==> src/rtl/serctl_pkg.sv <==
package serctl_pkg;

  // Access classes produced by the address decoder.
  typedef enum logic [2:0] {
    AK_NONE  = 3'd0,
    AK_RESET = 3'd1,
    AK_WR8   = 3'd2,
    AK_WR16  = 3'd3,
    AK_RD8   = 3'd4,
    AK_RD16  = 3'd5,
    AK_STAT  = 3'd6
  } acc_kind_e;

  typedef struct packed {
    acc_kind_e  kind;
    logic [7:0] idx;
  } acc_dec_t;

  // Number of bits after the address byte for each class.
  function automatic logic [4:0] payload_bits(acc_kind_e k);
    case (k)
      AK_WR16, AK_RD16, AK_STAT: return 5'd16;
      AK_WR8,  AK_RD8:           return 5'd8;
      default:                   return 5'd0;
    endcase
  endfunction

  function automatic logic is_read(acc_kind_e k);
    return (k == AK_RD8) || (k == AK_RD16) || (k == AK_STAT);
  endfunction

  function automatic logic is_commit(acc_kind_e k);
    return (k == AK_WR8) || (k == AK_WR16) || (k == AK_RESET);
  endfunction

  // Total frame length, address included.
  function automatic logic [5:0] frame_bits(acc_kind_e k);
    return 6'd8 + {1'b0, payload_bits(k)};
  endfunction

endpackage

==> src/rtl/serctl_pin_sync.sv <==
module serctl_pin_sync #(
  parameter int STAGES = 2
) (
  input  logic clk,
  input  logic rst_n,
  input  logic cs_n,
  input  logic sclk,
  input  logic cmd_in,
  output logic cs_act,
  output logic cs_end,
  output logic sclk_rise,
  output logic sclk_fall,
  output logic cmd_s
);
  // Bit order in each stage: {cs_n, sclk, cmd}
  localparam logic [2:0] IDLE_PINS = 3'b100;

  logic [2:0] stage_q [STAGES];
  logic       sclk_prev_q;
  logic       act_prev_q;

  genvar s;
  generate
    for (s = 0; s < STAGES; s++) begin : g_stage
      always_ff @(posedge clk or negedge rst_n) begin
        if (!rst_n) begin
          stage_q[s] <= IDLE_PINS;
        end else if (s == 0) begin
          stage_q[s] <= {cs_n, sclk, cmd_in};
        end else begin
          stage_q[s] <= stage_q[(s == 0) ? 0 : s - 1];
        end
      end
    end
  endgenerate

  always_ff @(posedge clk or negedge rst_n) begin
    if (!rst_n) begin
      sclk_prev_q <= 1'b0;
      act_prev_q  <= 1'b0;
    end else begin
      sclk_prev_q <= stage_q[STAGES-1][1];
      act_prev_q  <= cs_act;
    end
  end

  assign cs_act    = ~stage_q[STAGES-1][2];
  assign cmd_s     = stage_q[STAGES-1][0];
  assign cs_end    = act_prev_q & ~cs_act;
  assign sclk_rise = cs_act &  stage_q[STAGES-1][1] & ~sclk_prev_q;
  assign sclk_fall = cs_act & ~stage_q[STAGES-1][1] &  sclk_prev_q;

endmodule

==> src/rtl/serctl_addr_decode.sv <==
module serctl_addr_decode
  import serctl_pkg::*;
#(
  parameter int RESET_ADDR   = 8'h01,
  parameter int BYTE_BASE    = 8'h10,
  parameter int BYTE_RD_BASE = 8'h18,
  parameter int BYTE_COUNT   = 2,
  parameter int WORD_BASE    = 8'h80,
  parameter int WORD_RD_BASE = 8'hC0,
  parameter int WORD_COUNT   = 4,
  parameter int STATUS_ADDR  = 8'h94
) (
  input  logic [7:0] addr,
  output acc_dec_t   dec
);
  function automatic logic in_window(logic [7:0] a, int base, int cnt);
    return (int'(a) >= base) && (int'(a) < base + cnt);
  endfunction

  function automatic logic [7:0] offset(logic [7:0] a, int base);
    return 8'(int'(a) - base);
  endfunction

  always_comb begin
    dec = '{kind: AK_NONE, idx: 8'h00};
    if (int'(addr) == RESET_ADDR) begin
      dec.kind = AK_RESET;
    end else if (int'(addr) == STATUS_ADDR) begin
      dec.kind = AK_STAT;
    end else if (in_window(addr, WORD_BASE, WORD_COUNT)) begin
      dec.kind = AK_WR16;
      dec.idx  = offset(addr, WORD_BASE);
    end else if (in_window(addr, WORD_RD_BASE, WORD_COUNT)) begin
      dec.kind = AK_RD16;
      dec.idx  = offset(addr, WORD_RD_BASE);
    end else if (in_window(addr, BYTE_BASE, BYTE_COUNT)) begin
      dec.kind = AK_WR8;
      dec.idx  = offset(addr, BYTE_BASE);
    end else if (in_window(addr, BYTE_RD_BASE, BYTE_COUNT)) begin
      dec.kind = AK_RD8;
      dec.idx  = offset(addr, BYTE_RD_BASE);
    end
  end

endmodule

==> src/rtl/serctl_frame_engine.sv <==
module serctl_frame_engine
  import serctl_pkg::*;
(
  input  logic        clk,
  input  logic        rst_n,
  input  logic        cs_act,
  input  logic        cs_end,
  input  logic        sclk_rise,
  input  logic        sclk_fall,
  input  logic        cmd_s,
  output logic [7:0]  addr_next,
  input  acc_dec_t    dec,
  input  logic [15:0] rd_val,
  output logic        wr16_pulse,
  output logic        wr8_pulse,
  output logic        clr_pulse,
  output logic [7:0]  wr_idx,
  output logic [15:0] wr_data,
  output logic        reply_bit,
  output logic        reply_oe
);
  localparam logic [5:0] CNT_MAX = 6'h3F;

  logic [5:0]  bit_cnt_q;
  logic [7:0]  addr_sr_q;
  logic [15:0] data_sr_q;
  logic [15:0] tx_sr_q;
  logic [4:0]  tx_cnt_q;
  logic        addr_done_q;
  acc_kind_e   kind_q;
  logic [7:0]  idx_q;

  // Named internal events
  logic addr_last_bit;
  logic frame_exact;
  logic commit_evt;
  logic tx_more;

  assign addr_next     = {addr_sr_q[6:0], cmd_s};
  assign addr_last_bit = sclk_rise & ~addr_done_q & (bit_cnt_q == 6'd7);
  assign frame_exact   = addr_done_q & (bit_cnt_q == frame_bits(kind_q));
  assign commit_evt    = cs_end & frame_exact & is_commit(kind_q);
  assign tx_more       = addr_done_q & is_read(kind_q) & (tx_cnt_q < payload_bits(kind_q));

  always_ff @(posedge clk or negedge rst_n) begin
    if (!rst_n) begin
      bit_cnt_q   <= '0;
      addr_sr_q   <= '0;
      data_sr_q   <= '0;
      tx_sr_q     <= '0;
      tx_cnt_q    <= '0;
      addr_done_q <= 1'b0;
      kind_q      <= AK_NONE;
      idx_q       <= '0;
      reply_bit   <= 1'b0;
      reply_oe    <= 1'b0;
    end else if (!cs_act) begin
      bit_cnt_q   <= '0;
      tx_cnt_q    <= '0;
      addr_done_q <= 1'b0;
      kind_q      <= AK_NONE;
      reply_oe    <= 1'b0;
    end else begin
      if (sclk_rise) begin
        if (bit_cnt_q != CNT_MAX) bit_cnt_q <= bit_cnt_q + 6'd1;
        if (!addr_done_q) begin
          addr_sr_q <= addr_next;
        end else begin
          data_sr_q <= {data_sr_q[14:0], cmd_s};
        end
      end
      if (addr_last_bit) begin
        addr_done_q <= 1'b1;
        kind_q      <= dec.kind;
        idx_q       <= dec.idx;
        tx_sr_q     <= rd_val;
      end
      if (sclk_fall) begin
        if (tx_more) begin
          reply_bit <= tx_sr_q[15];
          tx_sr_q   <= {tx_sr_q[14:0], 1'b0};
          tx_cnt_q  <= tx_cnt_q + 5'd1;
          reply_oe  <= 1'b1;
        end else begin
          reply_oe  <= 1'b0;
        end
      end
    end
  end

  always_ff @(posedge clk or negedge rst_n) begin
    if (!rst_n) begin
      wr16_pulse <= 1'b0;
      wr8_pulse  <= 1'b0;
      clr_pulse  <= 1'b0;
      wr_idx     <= '0;
      wr_data    <= '0;
    end else begin
      wr16_pulse <= commit_evt & (kind_q == AK_WR16);
      wr8_pulse  <= commit_evt & (kind_q == AK_WR8);
      clr_pulse  <= commit_evt & (kind_q == AK_RESET);
      if (commit_evt) begin
        wr_idx  <= idx_q;
        wr_data <= data_sr_q;
      end
    end
  end

  // once the select is seen high, the pad is released on the next cycle
  assert_oe_released_R8: assert property (@(posedge clk) disable iff (!rst_n)
    !cs_act |=> !reply_oe);

  // the reply bit only moves in the cycle after a falling serial edge
  assert_bit_moves_on_fall_R5: assert property (@(posedge clk) disable iff (!rst_n)
    !$past(sclk_fall) |-> $stable(reply_bit));

  // at most one kind of commit pulse per cycle
  assert_single_commit_R3: assert property (@(posedge clk) disable iff (!rst_n)
    $countones({wr16_pulse, wr8_pulse, clr_pulse}) <= 1);

endmodule

==> src/rtl/serctl_regbank.sv <==
module serctl_regbank
  import serctl_pkg::*;
#(
  parameter int WORD_COUNT = 4,
  parameter int BYTE_COUNT = 2,
  parameter int INV_IDX    = 2
) (
  input  logic                      clk,
  input  logic                      rst_n,
  input  logic                      wr16_pulse,
  input  logic                      wr8_pulse,
  input  logic                      clr_pulse,
  input  logic [7:0]                wr_idx,
  input  logic [15:0]               wr_data,
  input  acc_dec_t                  rd_dec,
  input  logic [15:0]               status_i,
  output logic [15:0]               rd_val,
  output logic [WORD_COUNT*16-1:0]  words_o,
  output logic [BYTE_COUNT*8-1:0]   bytes_o,
  output logic                      inv_a_o,
  output logic                      inv_b_o
);
  localparam logic [15:0] WORD_RST = 16'h0000;
  localparam logic [7:0]  BYTE_RST = 8'h00;

  logic [15:0] word_q [WORD_COUNT];
  logic [7:0]  byte_q [BYTE_COUNT];

  genvar g;
  generate
    for (g = 0; g < WORD_COUNT; g++) begin : g_word
      always_ff @(posedge clk or negedge rst_n) begin
        if (!rst_n)                              word_q[g] <= WORD_RST;
        else if (clr_pulse)                      word_q[g] <= WORD_RST;
        else if (wr16_pulse && wr_idx == 8'(g))  word_q[g] <= wr_data;
      end
      assign words_o[16*g +: 16] = word_q[g];
    end
    for (g = 0; g < BYTE_COUNT; g++) begin : g_byte
      always_ff @(posedge clk or negedge rst_n) begin
        if (!rst_n)                              byte_q[g] <= BYTE_RST;
        else if (clr_pulse)                      byte_q[g] <= BYTE_RST;
        else if (wr8_pulse && wr_idx == 8'(g))   byte_q[g] <= wr_data[7:0];
      end
      assign bytes_o[8*g +: 8] = byte_q[g];
    end
  endgenerate

  // Reply source, left aligned so the engine always shifts from bit 15
  always_comb begin
    rd_val = '0;
    case (rd_dec.kind)
      AK_RD16: begin
        for (int i = 0; i < WORD_COUNT; i++)
          if (rd_dec.idx == 8'(i)) rd_val = word_q[i];
      end
      AK_RD8: begin
        for (int i = 0; i < BYTE_COUNT; i++)
          if (rd_dec.idx == 8'(i)) rd_val = {byte_q[i], 8'h00};
      end
      AK_STAT: rd_val = status_i;
      default: rd_val = '0;
    endcase
  end

  assign inv_a_o = word_q[INV_IDX][7];
  assign inv_b_o = word_q[INV_IDX][15];

  // the clear command empties the whole bank
  assert_clear_empties_bank_R4: assert property (@(posedge clk) disable iff (!rst_n)
    clr_pulse |=> (words_o == '0) && (bytes_o == '0));

  // a word write leaves the byte registers alone
  assert_word_write_spares_bytes_R1: assert property (@(posedge clk) disable iff (!rst_n)
    wr16_pulse |=> $stable(bytes_o));

endmodule

==> src/rtl/serctl_slave.sv <==
module serctl_slave
  import serctl_pkg::*;
#(
  parameter int SYNC_STAGES  = 2,
  parameter int WORD_COUNT   = 4,
  parameter int BYTE_COUNT   = 2,
  parameter int INV_IDX      = 2,
  parameter int RESET_ADDR   = 8'h01,
  parameter int BYTE_BASE    = 8'h10,
  parameter int BYTE_RD_BASE = 8'h18,
  parameter int WORD_BASE    = 8'h80,
  parameter int WORD_RD_BASE = 8'hC0,
  parameter int STATUS_ADDR  = 8'h94
) (
  input  logic                     clk,
  input  logic                     rst_n,
  input  logic                     cs_n,
  input  logic                     sclk,
  input  logic                     cmd_in,
  input  logic [15:0]              status_i,
  output logic                     reply_o,
  output logic                     reply_oe,
  output logic [WORD_COUNT*16-1:0] words_o,
  output logic [BYTE_COUNT*8-1:0]  bytes_o,
  output logic                     inv_a_o,
  output logic                     inv_b_o
);
  logic        cs_act, cs_end, sclk_rise, sclk_fall, cmd_s;
  logic [7:0]  addr_next;
  acc_dec_t    dec;
  logic [15:0] rd_val;
  logic        wr16_pulse, wr8_pulse, clr_pulse;
  logic [7:0]  wr_idx;
  logic [15:0] wr_data;

  serctl_pin_sync #(.STAGES(SYNC_STAGES)) u_sync (
    .clk(clk), .rst_n(rst_n), .cs_n(cs_n), .sclk(sclk), .cmd_in(cmd_in),
    .cs_act(cs_act), .cs_end(cs_end), .sclk_rise(sclk_rise),
    .sclk_fall(sclk_fall), .cmd_s(cmd_s)
  );

  serctl_addr_decode #(
    .RESET_ADDR(RESET_ADDR), .BYTE_BASE(BYTE_BASE), .BYTE_RD_BASE(BYTE_RD_BASE),
    .BYTE_COUNT(BYTE_COUNT), .WORD_BASE(WORD_BASE), .WORD_RD_BASE(WORD_RD_BASE),
    .WORD_COUNT(WORD_COUNT), .STATUS_ADDR(STATUS_ADDR)
  ) u_dec (
    .addr(addr_next), .dec(dec)
  );

  serctl_frame_engine u_eng (
    .clk(clk), .rst_n(rst_n), .cs_act(cs_act), .cs_end(cs_end),
    .sclk_rise(sclk_rise), .sclk_fall(sclk_fall), .cmd_s(cmd_s),
    .addr_next(addr_next), .dec(dec), .rd_val(rd_val),
    .wr16_pulse(wr16_pulse), .wr8_pulse(wr8_pulse), .clr_pulse(clr_pulse),
    .wr_idx(wr_idx), .wr_data(wr_data),
    .reply_bit(reply_o), .reply_oe(reply_oe)
  );

  serctl_regbank #(
    .WORD_COUNT(WORD_COUNT), .BYTE_COUNT(BYTE_COUNT), .INV_IDX(INV_IDX)
  ) u_regs (
    .clk(clk), .rst_n(rst_n), .wr16_pulse(wr16_pulse), .wr8_pulse(wr8_pulse),
    .clr_pulse(clr_pulse), .wr_idx(wr_idx), .wr_data(wr_data),
    .rd_dec(dec), .status_i(status_i), .rd_val(rd_val),
    .words_o(words_o), .bytes_o(bytes_o), .inv_a_o(inv_a_o), .inv_b_o(inv_b_o)
  );

  // a commit pulse is always one cycle behind a select release
  assert_commit_follows_release_R3: assert property (@(posedge clk) disable iff (!rst_n)
    (wr16_pulse || wr8_pulse || clr_pulse) |-> $past(cs_end));

endmodule

==> config.mk <==
export PLATFORM = sky130hd
export DESIGN_NAME = serctl_slave
export DESIGN_NICKNAME = d
export VERILOG_FILES = /design/src/rtl/serctl_pkg.sv /design/src/rtl/serctl_pin_sync.sv /design/src/rtl/serctl_addr_decode.sv /design/src/rtl/serctl_frame_engine.sv /design/src/rtl/serctl_regbank.sv /design/src/rtl/serctl_slave.sv
export SDC_FILE = /design/constraint.sdc
export NUM_CORES = 1
export LEC_CHECK = 0
export ABC_AREA = 1
export BUFFER_PORTS_ARGS = -buffer_cell sky130_fd_sc_hd__buf_4
export CELL_PAD_IN_SITES_DETAIL_PLACEMENT = 0
export CELL_PAD_IN_SITES_GLOBAL_PLACEMENT = 1
export CORE_MARGIN = 8
export CORE_UTILIZATION = 40
export DETAILED_ROUTE_END_ITERATION = 8
export PLACE_DENSITY_LB_ADDON = 0.1
export SLEW_MARGIN = 30
export SYNTH_ARGS = -nofsm -noshare
export SYNTH_HDL_FRONTEND = slang
export SYNTH_HIERARCHICAL = 1
export SYNTH_SLANG_ARGS = --single-unit
==> constraint.sdc <==
create_clock -name clk -period 2.6 [get_ports clk]
set_input_delay 0.52 -clock clk [delete_from_list [all_inputs] [get_ports clk]]
set_output_delay 0.52 -clock clk [all_outputs]
set_load 0.1 [all_outputs]
Word-level counts from Yosys, hierarchy flattened --
Cells that the tools add are included.
Storage, ports and cells: register bits 179, bits of input ports 21, output and inout bits 84
Cells by class: add/sub/neg operators 7, $lt $le $gt $ge 9, eq/ne operators 20, muxes and demuxes 44, bitwise gates (word level) 19, reduce and logical (&&, ||, !) cells 35
Operators by type and width (count):
- 2-to-1 mux 16 bit | 17
- 2-to-1 mux 8 bit | 6
- case mux 16 bit (3 select lines) | 1
- 2-to-1 mux 11 bit | 4
- equality test 8 x 2 -> 1 bit, second input constant | 5
- nonzero test 2 bit | 11
- equality test 3 bit, second input constant | 6
- 2-to-1 mux 6 bit | 3
- equality test 8 x 1 -> 1 bit, second input constant | 2
- >= comparator 8 x 5 -> 1 bit, second input constant | 2
- >= comparator 8 bit, second input constant | 2
- logical NOT 8 bit | 2
- < comparator 8 x 5 -> 1 bit, second input constant | 2
- < comparator 8 bit, second input constant | 2
- subtractor 8 x 5 -> 8 bit, second input constant | 2
- subtractor 8 bit, second input constant | 2
- AND 1 bit | 15
- 2-to-1 mux 5 bit | 3
- 2-to-1 mux 3 bit | 4
- logical AND 1 bit | 10
- case mux 5 bit (2 select lines) | 1
- AND reduction 3 bit | 3
- equality test 8 bit, second input constant | 1
- adder 4 x 5 -> 6 bit, first input constant | 1
- 14 further kinds | 27

Longest topological paths before layout --
depth in word-level cells 17, depth in mapped cells 25, gate-level depth less buffers 24

Cells and area by module --
The synthesis kept the hierarchy.
By module, submodules not included:
- serctl_regbank | times used 1, cells each 565, area an instance 4305.4 um^2, sequential area each 2001.9 um^2
- serctl_frame_engine | times used 1, cells each 511, area an instance 4270.3 um^2, sequential area each 2277.2 um^2
- serctl_addr_decode | times used 1, cells each 117, area an instance 636.9 um^2, sequential area each 0.0 um^2
- serctl_pin_sync | times used 1, cells each 15, area an instance 229.0 um^2, sequential area each 202.7 um^2

Least setup slack after synthesis --
OpenSTA, ideal clock, no wires.
path type register -> register, start register u_eng.addr_sr_q[4], end register u_eng.tx_sr_q[15], arrival 2.677 ns, required time 2.532 ns, setup slack -0.145 ns, cell stages (with the launch flop) 22, path buffers 2, clock period less this slack 2.745 ns, cell sequence dfrtp_1 -> inv_2 -> ha_1 -> inv_1 -> o21ai_2 -> or2_1 -> buf_6 -> or2_0 -> nand2_1 -> a21oi_1 -> nor2_1 -> nand2_2 -> inv_1 -> buf_4 -> o211ai_1 -> nand3_1 -> nand2_1 -> nand2_1 -> nand3_1 -> nand2_1 -> nand3_1 -> nand3_1
RTL lines:
- start: declaration | line serctl_frame_engine.sv:25 | logic [7:0] addr_sr_q;
- start signal: assignment | line serctl_frame_engine.sv:67 | addr_sr_q <= addr_next;
- end signal: assignment | line serctl_frame_engine.sv:76 | tx_sr_q <= rd_val;
- end signal: assignment | line serctl_frame_engine.sv:81 | tx_sr_q <= {tx_sr_q[14:0], 1'b0};
- end: declaration | line serctl_frame_engine.sv:27 | logic [15:0] tx_sr_q;

==> out/metrics.csv <==
stage,metric,value,unit
layout,Diodes inserted,0,
cts,H-tree levels,4,
grt,vias in the first global route,8632,
grt,initial antenna violation count,0,
sta,fin crit period,2.96,ns
floorplan,cell row count,56,
cts,number of CTS-inserted buffers,17,
worst_setup_path,WP data required,2.98,ns
sta,period utilisation layout,114,%
route,DR vias,8798,
place,DP Worst Slack,-0.548,ns
sta,Final Max Slew Viols,0,
sta,Post-Route Skew,0.0145,ns
floorplan,die area,0.0288,mm²
worst_setup_path,CP Max Fanout,6,
min_path,Worst Hold Class,in2async,
layout,Layout Utilization,53.7,%
power,maximum VDD drop,500,µV
logic_synthesis,Yosys reg bits,179,
power,total power,8480,µW
grt,GRT Util Overall,21.7,%
logic_synthesis,post-synthesis sequential area ratio,47.5,%
logic_synthesis,syn avg cell area,7.82,µm²
worst_setup_path,Critical R2R Capture,u_eng/tx_sr_q[2],
sta,setup ws final,-0.356,ns
grt,GR Overflow Total,0,
cts,clk root buf,clkbuf_16,
worst_setup_path,CP peak stage delay,0.41,ns
logic_synthesis,Synthesis Warnings,6,
cts,clock slew at reported path FFs,0.08,ns
sta,Slew @ Worst Pin,0.612,ns
power,Lkg Pwr,0.00643,µW
worst_setup_path,reg-to-reg startpoint,u_eng/addr_sr_q[5],
cts,Clock Path Buffers,2,
route,vias per cell,5.13,
route,initial drt markers,766,
layout,"commonest non-fill, non-tap cells in the layout","nand2_1 (283), buf_4 (191), dfrtp_1 (176)",
sta,endpoints failing hold,0,
layout,share of post-route cells with drive strength above 1,30.7,%
logic_synthesis,Mapped Cells,1208,
grt,largest net degree at the start of global routing,61,
layout,"commonest non-fill, non-tap cell in the layout",nand2_1,
place,port bufs,104,
worst_setup_path,CP Class,reg2reg,
floorplan,core region area,0.0233,mm²
layout,fin nets,1417,
worst_setup_path,crit path max-delay cell type,dfrtp_1,
logic_synthesis,Synth cell types,38,
worst_setup_path,Reg2Reg Setup Slack,-0.36,ns
sta,setup_tns,-4.18,ns
logic_synthesis,Post-Syn Area,0.00944,mm²
floorplan,Top Ports,105,
floorplan,DIE WIDTH,170,µm
sta,Max Fclk,338,MHz
logic_synthesis,"area leader, netlist",dfrtp_1,
logic_synthesis,"EDFF count, synth",0,
place,GP Congestion,0.909,
worst_setup_path,r2r worst-path depth,20,
cts,clk sinks,179,
route,routed wire length per instance,17.9,µm
floorplan,Initial Utilization,40.5,%
cts,CTS tree,yes,
cts,cts hold-fix bufs,0,
worst_setup_path,Worst EP arrival,3.34,ns
outcome,outcome,"complete, but fails checks",
layout,Final Instance Area,0.0125,mm²
logic_synthesis,most frequently used flop master after synthesis,dfrtp_1,
route,WL final,30600,µm
route,ANT nets after route,0,
floorplan,Die Ht,170,µm
outcome,failing checks,negative setup slack,
power,PD cells,676,mW/mm²
sta,RSZ-0062 raised after global routing,yes,
logic_synthesis,"top cells by area, synth","dfrtp_1 (47%), nand2_1 (13%), nand3_1 (8.7%)",
layout,Area Overhead vs Synth,32.8,%
place,DP Area,0.0110,mm²
route,DRT Pass-1 Iters,5,
sta,Final setup violation count,16,
worst_setup_path,cell chain of the critical path,"inv_4, ha_4, nand2_1, a21oi_4, nand2_4, o21ai_1, a21oi_2, nor2_1, nand2_2, buf_12, buf_12, nor2_4, nand2_1, nand3_2, nand2_2, nand2_2, nand3_2, nand2_1, nand3_1, nand3_1",
worst_setup_path,CP endpoint kind,flop,
place,DP HPWL,22000,µm
grt,first-pass GRT wire length,49200,µm
flow_run,maxcap violations,0,
logic_synthesis,Synth Net Count,1243,
sta,Slew HR,59.1,%
logic_synthesis,share of the synthesized area in the top cell type,46.9,%
worst_setup_path,startpoint types,flop,
route,residual DRC count,0,
worst_setup_path,crit path launch,u_eng/addr_sr_q[5],
worst_setup_path,critical path endpoint,u_eng/tx_sr_q[2],
logic_synthesis,"Async S/R FF share, synth",100,%
cts,clock latency on the worst-skew pair,0.44,ns
==> how the worst min path moves through the flow <==
stage	start	end
floorplan	rst_n	u_eng/addr_done_q
global placement	u_sync/stage_q[3]	u_sync/cmd_s
detailed placement	u_sync/stage_q[4]	u_sync/stage_q[1]
CTS	rst_n	u_eng/data_sr_q[11]
global route	rst_n	u_eng/data_sr_q[12]
finish	rst_n	u_eng/data_sr_q[11]
==> cell usage after synthesis (3+ instances only) <==
cell	n
a21oi_1	47
buf_1	7
buf_2	25
buf_4	9
buf_6	8
clkbuf_1	14
dfrtp_1	177
ha_1	14
inv_1	112
inv_2	9
nand2_1	332
nand2_2	12
nand3_1	164
nand4_1	49
nor2_1	53
nor2_2	13
nor2_4	4
nor3_1	3
o211ai_1	16
o21ai_0	107
o21ai_1	4
o21ai_2	3
xor2_1	5
==> timing repair <==
item	in CTS	in global routing
endpoints found under the setup margin	16	16
gates cloned	3	0
pin swaps	64	73
buffers inserted	23	11
hold endpoints to repair	0	0
gates resized for setup	98	64
==> cells by family (layout without fill, tap and decap cells) <==
family / Yosys count / after routing / synth area share (%)
AND/OR/NAND/NOR: 642 / 644 / 31.2
multiplexers: 1 / 1 / 0.119
flip-flops: 179 / 179 / 47.5
AO/OA/AOI/OAI: 180 / 180 / 10.2
buffers and inverters: 187 / 372 / 8.77
XOR/XNOR: 5 / 5 / 0.464
adder cells (fa/ha/maj): 14 / 14 / 1.86
==> critical path: cells and delay by family (launching register included) <==
kind                       cells  cell delay, ns
buffers and inverters          3            0.40
and+or+nand+nor               13            1.38
adders and majority gates      1            0.18
DFF                            1            0.41
AOI/OAI and AO/OA              3            0.51
==> final cells by class <==
| cell class | instances | area, µm² |
|---|---|---|
| repair buffers | 217 | 1830 |
| clock buffers | 17 | 425 |
| flip-flops and latches | 179 | 4480 |
| inverters | 123 | 483 |
| multi-input cells | 844 | 4720 |
| fillers | 2197 | 10800 |
| well taps | 319 | 399 |
| clock inverters | 15 | 203 |
==> through the flow <==
stage / hold WS (ns) / cells
5_1_grt: 0.0747 / 1714
3_3_place_gp: 0.334 / 1646
6_report: 0.0478 / 1714
4_1_cts: 0.0594 / 1704
3_5_place_dp: 0.338 / 1646
2_1_floorplan: 0.224 / 1208
==> report_power, final <==
group / leakage, µW / switching [µW] / internal (µW)
registers: 0.00244 / 101 / 2910
clock network: 0.000297 / 1380 / 1330
logic: 0.00369 / 1540 / 1220
total: 0.00643 / 3020 / 5450
==> sequential cells by signal, summed over array words and instances (netlist names), 3 cells and up <==
| name | cells |
|---|---|
| u_eng/idx_q | 8 |
| u_eng/wr_idx | 8 |
| u_sync/stage_q | 5 |
| u_eng/kind_q | 3 |
| u_regs/bytes_o | 16 |
| u_eng/tx_cnt_q | 5 |
| u_eng/data_sr_q | 16 |
| u_eng/addr_sr_q | 7 |
| u_eng/tx_sr_q | 16 |
| u_eng/bit_cnt_q | 6 |
| u_regs/words_o | 62 |
| u_eng/wr_data | 16 |
==> routing by layer <==
metal  global-route usage, %  routed length, µm  vias to the layer above
met5                       0                  0                        -
met4                    7.58                759                        0
met3                    4.63               1930                       35
met2                    31.5              13400                      250
met1                    31.5              14600                     4184
li1                        -                  -                     4329
No activity file was read; power rests on OpenSTA's default activity.
